### src/rtl/ild_pkg.sv
package ild_pkg;

  typedef enum logic [2:0] {
    TAG_PFX  = 3'd0,
    TAG_OPC  = 3'd1,
    TAG_PB   = 3'd2,
    TAG_DISP = 3'd3,
    TAG_IMM  = 3'd4
  } tag_e;

  typedef enum logic [1:0] {
    ST_HEAD,
    ST_PB,
    ST_DISP,
    ST_IMM
  } stage_e;

  // Shape of an instruction as known from its opcode byte alone
  typedef struct packed {
    logic       is_prefix;
    logic       has_modrm;
    logic       test_grp;   // immediate present only for extension 000
    logic [1:0] disp_n;     // displacement bytes without postbyte
    logic [2:0] imm_n;      // immediate bytes without postbyte
    logic [1:0] mimm_n;     // immediate bytes after postbyte/displacement
  } op_info_t;

endpackage

### src/rtl/ild_op_class.sv
module ild_op_class
  import ild_pkg::*;
(
  input  logic [7:0] op,
  output op_info_t   info
);

  always_comb begin
    info = '0;
    casez (op)
      8'h26, 8'h2E, 8'h36, 8'h3E,
      8'hF0, 8'hF2, 8'hF3:          info.is_prefix = 1'b1;
      8'b00???0??:                  info.has_modrm = 1'b1;
      8'b00???100:                  info.imm_n     = 3'd1;
      8'b00???101:                  info.imm_n     = 3'd2;
      8'h62:                        info.has_modrm = 1'b1;
      8'h68:                        info.imm_n     = 3'd2;
      8'h69: begin info.has_modrm = 1'b1; info.mimm_n = 2'd2; end
      8'h6A:                        info.imm_n     = 3'd1;
      8'h6B: begin info.has_modrm = 1'b1; info.mimm_n = 2'd1; end
      8'b0111????:                  info.disp_n    = 2'd1;
      8'h81: begin info.has_modrm = 1'b1; info.mimm_n = 2'd2; end
      8'b100000??: begin info.has_modrm = 1'b1; info.mimm_n = 2'd1; end
      8'b1000????:                  info.has_modrm = 1'b1;
      8'h9A, 8'hEA:                 info.imm_n     = 3'd4;
      8'b101000??:                  info.disp_n    = 2'd2;
      8'hA8:                        info.imm_n     = 3'd1;
      8'hA9:                        info.imm_n     = 3'd2;
      8'b10110???:                  info.imm_n     = 3'd1;
      8'b10111???:                  info.imm_n     = 3'd2;
      8'hC0, 8'hC1, 8'hC6: begin info.has_modrm = 1'b1; info.mimm_n = 2'd1; end
      8'hC7: begin info.has_modrm = 1'b1; info.mimm_n = 2'd2; end
      8'hC2, 8'hCA:                 info.imm_n     = 3'd2;
      8'hC4, 8'hC5:                 info.has_modrm = 1'b1;
      8'hC8:                        info.imm_n     = 3'd3;
      8'hCD, 8'hD4, 8'hD5:          info.imm_n     = 3'd1;
      8'b110100??:                  info.has_modrm = 1'b1;
      8'b11011???:                  info.has_modrm = 1'b1;
      8'b111000??, 8'hEB:           info.disp_n    = 2'd1;
      8'b111001??:                  info.imm_n     = 3'd1;
      8'hE8, 8'hE9:                 info.disp_n    = 2'd2;
      8'hF6: begin info.has_modrm = 1'b1; info.test_grp = 1'b1; info.mimm_n = 2'd1; end
      8'hF7: begin info.has_modrm = 1'b1; info.test_grp = 1'b1; info.mimm_n = 2'd2; end
      8'hFE, 8'hFF:                 info.has_modrm = 1'b1;
      default:                      info = '0;
    endcase
  end

endmodule

### src/rtl/ild_modrm_disp.sv
module ild_modrm_disp (
  input  logic [7:0] pb,
  output logic [1:0] disp_n
);

  logic [1:0] md;
  logic [2:0] rm;

  assign md = pb[7:6];
  assign rm = pb[2:0];

  always_comb begin
    unique case (md)
      2'b00:   disp_n = (rm == 3'b110) ? 2'd2 : 2'd0;
      2'b01:   disp_n = 2'd1;
      2'b10:   disp_n = 2'd2;
      default: disp_n = 2'd0;
    endcase
  end

endmodule

### src/rtl/ild_len_ctr.sv
module ild_len_ctr #(
  parameter int LEN_W = 4
) (
  input  logic             clk,
  input  logic             rst,
  input  logic             adv,
  input  logic             done,
  output logic [LEN_W-1:0] cur_len
);

  localparam logic [LEN_W-1:0] LEN_MAX = {LEN_W{1'b1}};

  logic [LEN_W-1:0] seen_q;

  assign cur_len = (seen_q == LEN_MAX) ? LEN_MAX : seen_q + 1'b1;

  always_ff @(posedge clk) begin
    if (rst) begin
      seen_q <= '0;
    end else if (adv) begin
      seen_q <= done ? '0 : cur_len;
    end
  end

endmodule

### src/rtl/insn_len_decoder.sv
module insn_len_decoder
  import ild_pkg::*;
#(
  parameter int LEN_W = 4
) (
  input  logic             clk,
  input  logic             rst,
  input  logic             in_valid,
  output logic             in_ready,
  input  logic [7:0]       in_byte,
  output logic             out_valid,
  input  logic             out_ready,
  output logic [2:0]       out_tag,
  output logic             out_last,
  output logic [LEN_W-1:0] out_len
);

  op_info_t   info;
  logic [1:0] pb_disp;
  logic       fire;

  stage_e     stage_q, stage_d;
  logic [1:0] disp_q, disp_d;
  logic [2:0] imm_q, imm_d;
  logic [1:0] mimm_q, mimm_d;
  logic       tst_q, tst_d;
  tag_e       tag;
  logic       last;
  logic [2:0] pb_imm;

  ild_op_class u_cls (
    .op   (in_byte),
    .info (info)
  );

  ild_modrm_disp u_md (
    .pb     (in_byte),
    .disp_n (pb_disp)
  );

  ild_len_ctr #(.LEN_W(LEN_W)) u_len (
    .clk     (clk),
    .rst     (rst),
    .adv     (fire),
    .done    (last),
    .cur_len (out_len)
  );

  assign fire      = in_valid && out_ready;
  assign in_ready  = out_ready;
  assign out_valid = in_valid;
  assign out_tag   = tag;
  assign out_last  = last;

  // Immediate size once the postbyte is known
  assign pb_imm = (tst_q && (in_byte[5:3] != 3'b000)) ? 3'd0 : {1'b0, mimm_q};

  always_comb begin
    stage_d = stage_q;
    disp_d  = disp_q;
    imm_d   = imm_q;
    mimm_d  = mimm_q;
    tst_d   = tst_q;
    tag     = TAG_OPC;
    last    = 1'b0;
    unique case (stage_q)
      ST_HEAD: begin
        if (info.is_prefix) begin
          tag = TAG_PFX;
        end else begin
          tag = TAG_OPC;
          if (info.has_modrm) begin
            stage_d = ST_PB;
            mimm_d  = info.mimm_n;
            tst_d   = info.test_grp;
          end else if (info.disp_n != 2'd0) begin
            stage_d = ST_DISP;
            disp_d  = info.disp_n;
            imm_d   = 3'd0;
          end else if (info.imm_n != 3'd0) begin
            stage_d = ST_IMM;
            imm_d   = info.imm_n;
          end else begin
            last = 1'b1;
          end
        end
      end
      ST_PB: begin
        tag = TAG_PB;
        if (pb_disp != 2'd0) begin
          stage_d = ST_DISP;
          disp_d  = pb_disp;
          imm_d   = pb_imm;
        end else if (pb_imm != 3'd0) begin
          stage_d = ST_IMM;
          imm_d   = pb_imm;
        end else begin
          stage_d = ST_HEAD;
          last    = 1'b1;
        end
      end
      ST_DISP: begin
        tag = TAG_DISP;
        if (disp_q > 2'd1) begin
          disp_d = disp_q - 2'd1;
        end else if (imm_q != 3'd0) begin
          stage_d = ST_IMM;
        end else begin
          stage_d = ST_HEAD;
          last    = 1'b1;
        end
      end
      default: begin
        tag = TAG_IMM;
        if (imm_q > 3'd1) begin
          imm_d = imm_q - 3'd1;
        end else begin
          stage_d = ST_HEAD;
          last    = 1'b1;
        end
      end
    endcase
  end

  always_ff @(posedge clk) begin
    if (rst) begin
      stage_q <= ST_HEAD;
      disp_q  <= '0;
      imm_q   <= '0;
      mimm_q  <= '0;
      tst_q   <= 1'b0;
    end else if (fire) begin
      stage_q <= stage_d;
      disp_q  <= disp_d;
      imm_q   <= imm_d;
      mimm_q  <= mimm_d;
      tst_q   <= tst_d;
    end
  end

endmodule

### config.mk
export PLATFORM = sky130hd
export DESIGN_NAME = insn_len_decoder
export DESIGN_NICKNAME = d
export VERILOG_FILES = /design/src/rtl/ild_pkg.sv /design/src/rtl/ild_op_class.sv /design/src/rtl/ild_modrm_disp.sv /design/src/rtl/ild_len_ctr.sv /design/src/rtl/insn_len_decoder.sv
export SDC_FILE = /design/constraint.sdc
export NUM_CORES = 1
export LEC_CHECK = 0
export BUFFER_PORTS_ARGS = -buffer_cell sky130_fd_sc_hd__clkbuf_2
export CAP_MARGIN = 20
export CELL_PAD_IN_SITES_DETAIL_PLACEMENT = 1
export CELL_PAD_IN_SITES_GLOBAL_PLACEMENT = 1
export CORE_MARGIN = 8
export CORE_UTILIZATION = 25
export CTS_CLUSTER_DIAMETER = 50
export DETAILED_ROUTE_END_ITERATION = 12
export PLACE_DENSITY_LB_ADDON = 0.08
export RECOVER_POWER = 50
export SYNTH_ARGS = -nofsm -noshare
export SYNTH_HDL_FRONTEND = slang
export SYNTH_SLANG_ARGS = --single-unit
### constraint.sdc
create_clock -name clk -period 3.7 [get_ports clk]
set_input_delay 0.74 -clock clk [delete_from_list [all_inputs] [get_ports clk]]
set_output_delay 0.74 -clock clk [all_outputs]
set_load 0.05 [all_outputs]
==> results.toml <==
[floorplan]
rows = 30
fp.dieH_um = 100
io_pins = 22
start_util_pct = 25.9
die_w_um = 100
die-area_mm2 = 0.0100
core_mm2 = 0.00683

[logic_synthesis]
syn_area_mm2 = 0.00177
synth-edff-count = 0
syn_area_per_cell_um2 = 7.38
netlist.area_leader.share_pct = 15.8
synthCells = 240
ys_warn_count = 0
ys.flop_type = "dfxtp_1"
ys_seq_area_share_pct = 15.8
synthTopCellsByArea = "dfxtp_1, ha_1, nand2_1"
yosys.cell_types.count = 64
syn_nets = 261
ys_async_sr_fraction_pct = 0
synth-seq-cells = 14
synth_area_leader_cell = "dfxtp_1"

[critical_path]
reg2reg_setup_slack_ns = 1.26
required_ns = 2.96
crit_arrival_ns = 2.70
endpoint_kind = "output port"
r2r-start = "stage_q[0]$_SDFFE_PP0P_"
critPathLaunchType = "input port"
rr_worst_depth = 7
r2r_end = "imm_q[0]$_SDFFE_PP0P_"
path_class = "input port to output port"
critPathMaxFanout = 15

[hold_path]
hold_path_depth = 2
hold_path.class = "register to register"
hp-start = "imm_q[1]$_SDFFE_PP0P_"
holdPathEnd = "imm_q[1]$_SDFFE_PP0P_"

[power_and_ir_drop]
pwr-share-clk_pct = 23.4
swShare_pct = 42.9
intPower_w = 0.000315
ir_drop_mv = 0.148
sequentialPowerShare_pct = 30.0
power_density_mw_per_mm2 = 274
p_leak_nw = 0.749
switching_power_w = 0.000236
pwr-share-comb_pct = 46.6

[cts]
tritoncts = "built"
path_clk_slew_ns = 0.06
clock-root-buffer = "clkbuf_8"
cts_hold_buf = 0
cts_max_level = 1
cts.path.max_buffers = 2
clkSinkCount = 14
post_cts_resize_count = 0
worstSkewPairLatency_ns = 0.25
numCtsBuffers = 3
postCtsSetupRepairBufs = 0

[placement]
gp_congestion = 0.804
place_hpwl_um = 4880
dp_cells = 350
port_buffers = 21
place_ws_ns = 0.212

[routing]
drt_wl_total_um = 6160
wl_per_cell_um = 17.5
vias = 1878
vias_per_cell = 5.32
drc_errors = 0
firstDrtPassIters = 4
postRouteAntennaNets = 0
drt_iter0_markers = 70

[sta]
worst_hold_slack_ns = 0.495
max_freq_mhz = 291
finClkSkew_ns = 0.00480
tns_ns = 0
slew_headroom_pct = 48.5
setup_viol = 0
rsz0062_at_grt = "false"
hold_viol = 0
fin_ws_ns = 0.259
final_max_slew_viol_count = 0
worst_pin_slew_ns = 0.768
finalCritPeriodShare_pct = 93.0
period_minus_slack_ns = 3.44

[layout]
antenna_cells = 0
synthToLayoutAreaGrowth_pct = 13.6
drive_above_1_share_pct = 14.0
fin_cells = 353
finalNetCount = 280
seqCellArea_um2 = 280
multi_input_area_mm2 = 0.00133
nFillCells = 873
post-route-util_pct = 29.5

[global_routing]
grt_pass1_wl_um = 10100
track_usage_pct = 12.5
grt_antenna_before_repair = 0
grt_pass1_vias = 1936
grt_start_max_net_pins = 19
grt.overflow.total = 0

[run_status]
status = "finished, final reports clean"

[flow_run]
drv_cap = 0
-- state kept, by name, indices dropped and copies added (netlist names) --
name          cells
disp_q            2
tst_q             1
imm_q             3
stage_q           2
mimm_q            2
u_len.seen_q      4
-- logic make-up (layout without fill, tap and decap cells) --
kind of cell / count (synthesis) / in the layout / synth area share, %
compound gates: 69 / 69 / 31.0
xor+xnor: 1 / 1 / 0.494
fa+ha+maj: 9 / 9 / 6.36
buf+inv: 34 / 51 / 8.47
flops: 14 / 14 / 15.8
mux: 5 / 5 / 2.90
simple gates: 108 / 108 / 35.0
-- metal layers --
layer  part of all wire [%]  track usage [%]  vias up
met4                   0.29             1.40        0
met5                      0                0        -
met2                     47             20.7       14
met1                     51             16.7      923
met3                    2.5             2.15        2
li1                       -                -      939
-- layout make-up --
cell class | count | area share [%]
multi-input combinational | 192 | 66.2
clock buffer | 3 | 2.05
sequential | 14 | 13.9
inverter | 16 | 2.99
timing repair buffer | 32 | 8.83
tap | 96 | 5.97
-- worst max-delay path by stage --
stage,from,to,slack (ns)
5_1_grt,in_byte[4],out_last,0.04
3_5_place_dp,in_byte[4],out_last,0.21
2_1_floorplan,in_byte[6],out_tag[0],0.42
4_1_cts,in_byte[4],out_last,0.20
3_3_place_gp,in_byte[4],out_last,0.29
6_report,in_byte[4],out_last,0.26
-- through the flow --
stage | cell area [um2] | total power [W]
finish | 2010 | 0.000551
global route | 2010 | 0.000590
CTS | 2030 | 0.000563
detailed placement | 1990 | 0.000430
global placement | 1990 | 0.000432
floorplan | 1770 | 0.000355
-- critical path, cell delays in order --
cell      delay [ns]
clkbuf_2        0.22
or4b_1          0.63
o22a_1          0.22
o311ai_4        0.25
nor3_1          0.14
a31oi_1         0.20
inv_1           0.06
clkbuf_2        0.23
-- cell usage in the layout (no fill, tap or decap), types with 2 or more instances in the layout --
master,n
nand2_1,23
nor2_1,19
inv_1,16
dfxtp_1,14
clkbuf_2,13
o21ai_0,12
buf_4,11
ha_1,9
nand3_1,8
a21oi_1,8
clkbuf_1,8
nor3b_1,7
nor3_1,7
nand2b_1,6
and3_1,5
a211oi_1,4
nor2b_1,4
and3b_1,4
nor4b_1,4
a31oi_1,4
a311oi_1,4
mux2i_1,4
a32o_1,4
nand4_1,3
o211ai_1,3
a21o_1,3
o21bai_1,3
nor4_1,3
clkbuf_8,3
or4b_1,2
or2_2,2
a311o_1,2
o21ai_1,2
nand4b_1,2
a211o_1,2
a31o_1,2
-- Yosys cell counts, types with 3 or more instances --
library cell and number:
ha_1 9, a31oi_1 4, inv_1 16, a211oi_1 4, nand4_1 3, a21o_1 3, and3_1 5, nor2_1 19
o211ai_1 3, a311oi_1 3, nand2b_1 6, dfxtp_1 14, nor4b_1 4, buf_4 3, clkbuf_1 5, nor2b_1 4
mux2i_1 4, nor3b_1 7, nand3_1 8, a21oi_1 8, nand2_1 23, nor3_1 7, nor4_1 3, and3b_1 4
o21bai_1 3, buf_2 9, o21ai_0 12, a32o_1 4
-- power groups by stage --
stage          Clock [W]  Sequential [W]  Combinational (W)
4_1_cts         0.000136        0.000165           0.000262
3_3_place_gp           0        0.000168           0.000264
3_5_place_dp           0        0.000168           0.000262
2_1_floorplan          0        0.000166           0.000189
6_report        0.000129        0.000165           0.000257
5_1_grt         0.000141        0.000166           0.000282
No activity file was read; power rests on OpenSTA's default activity.
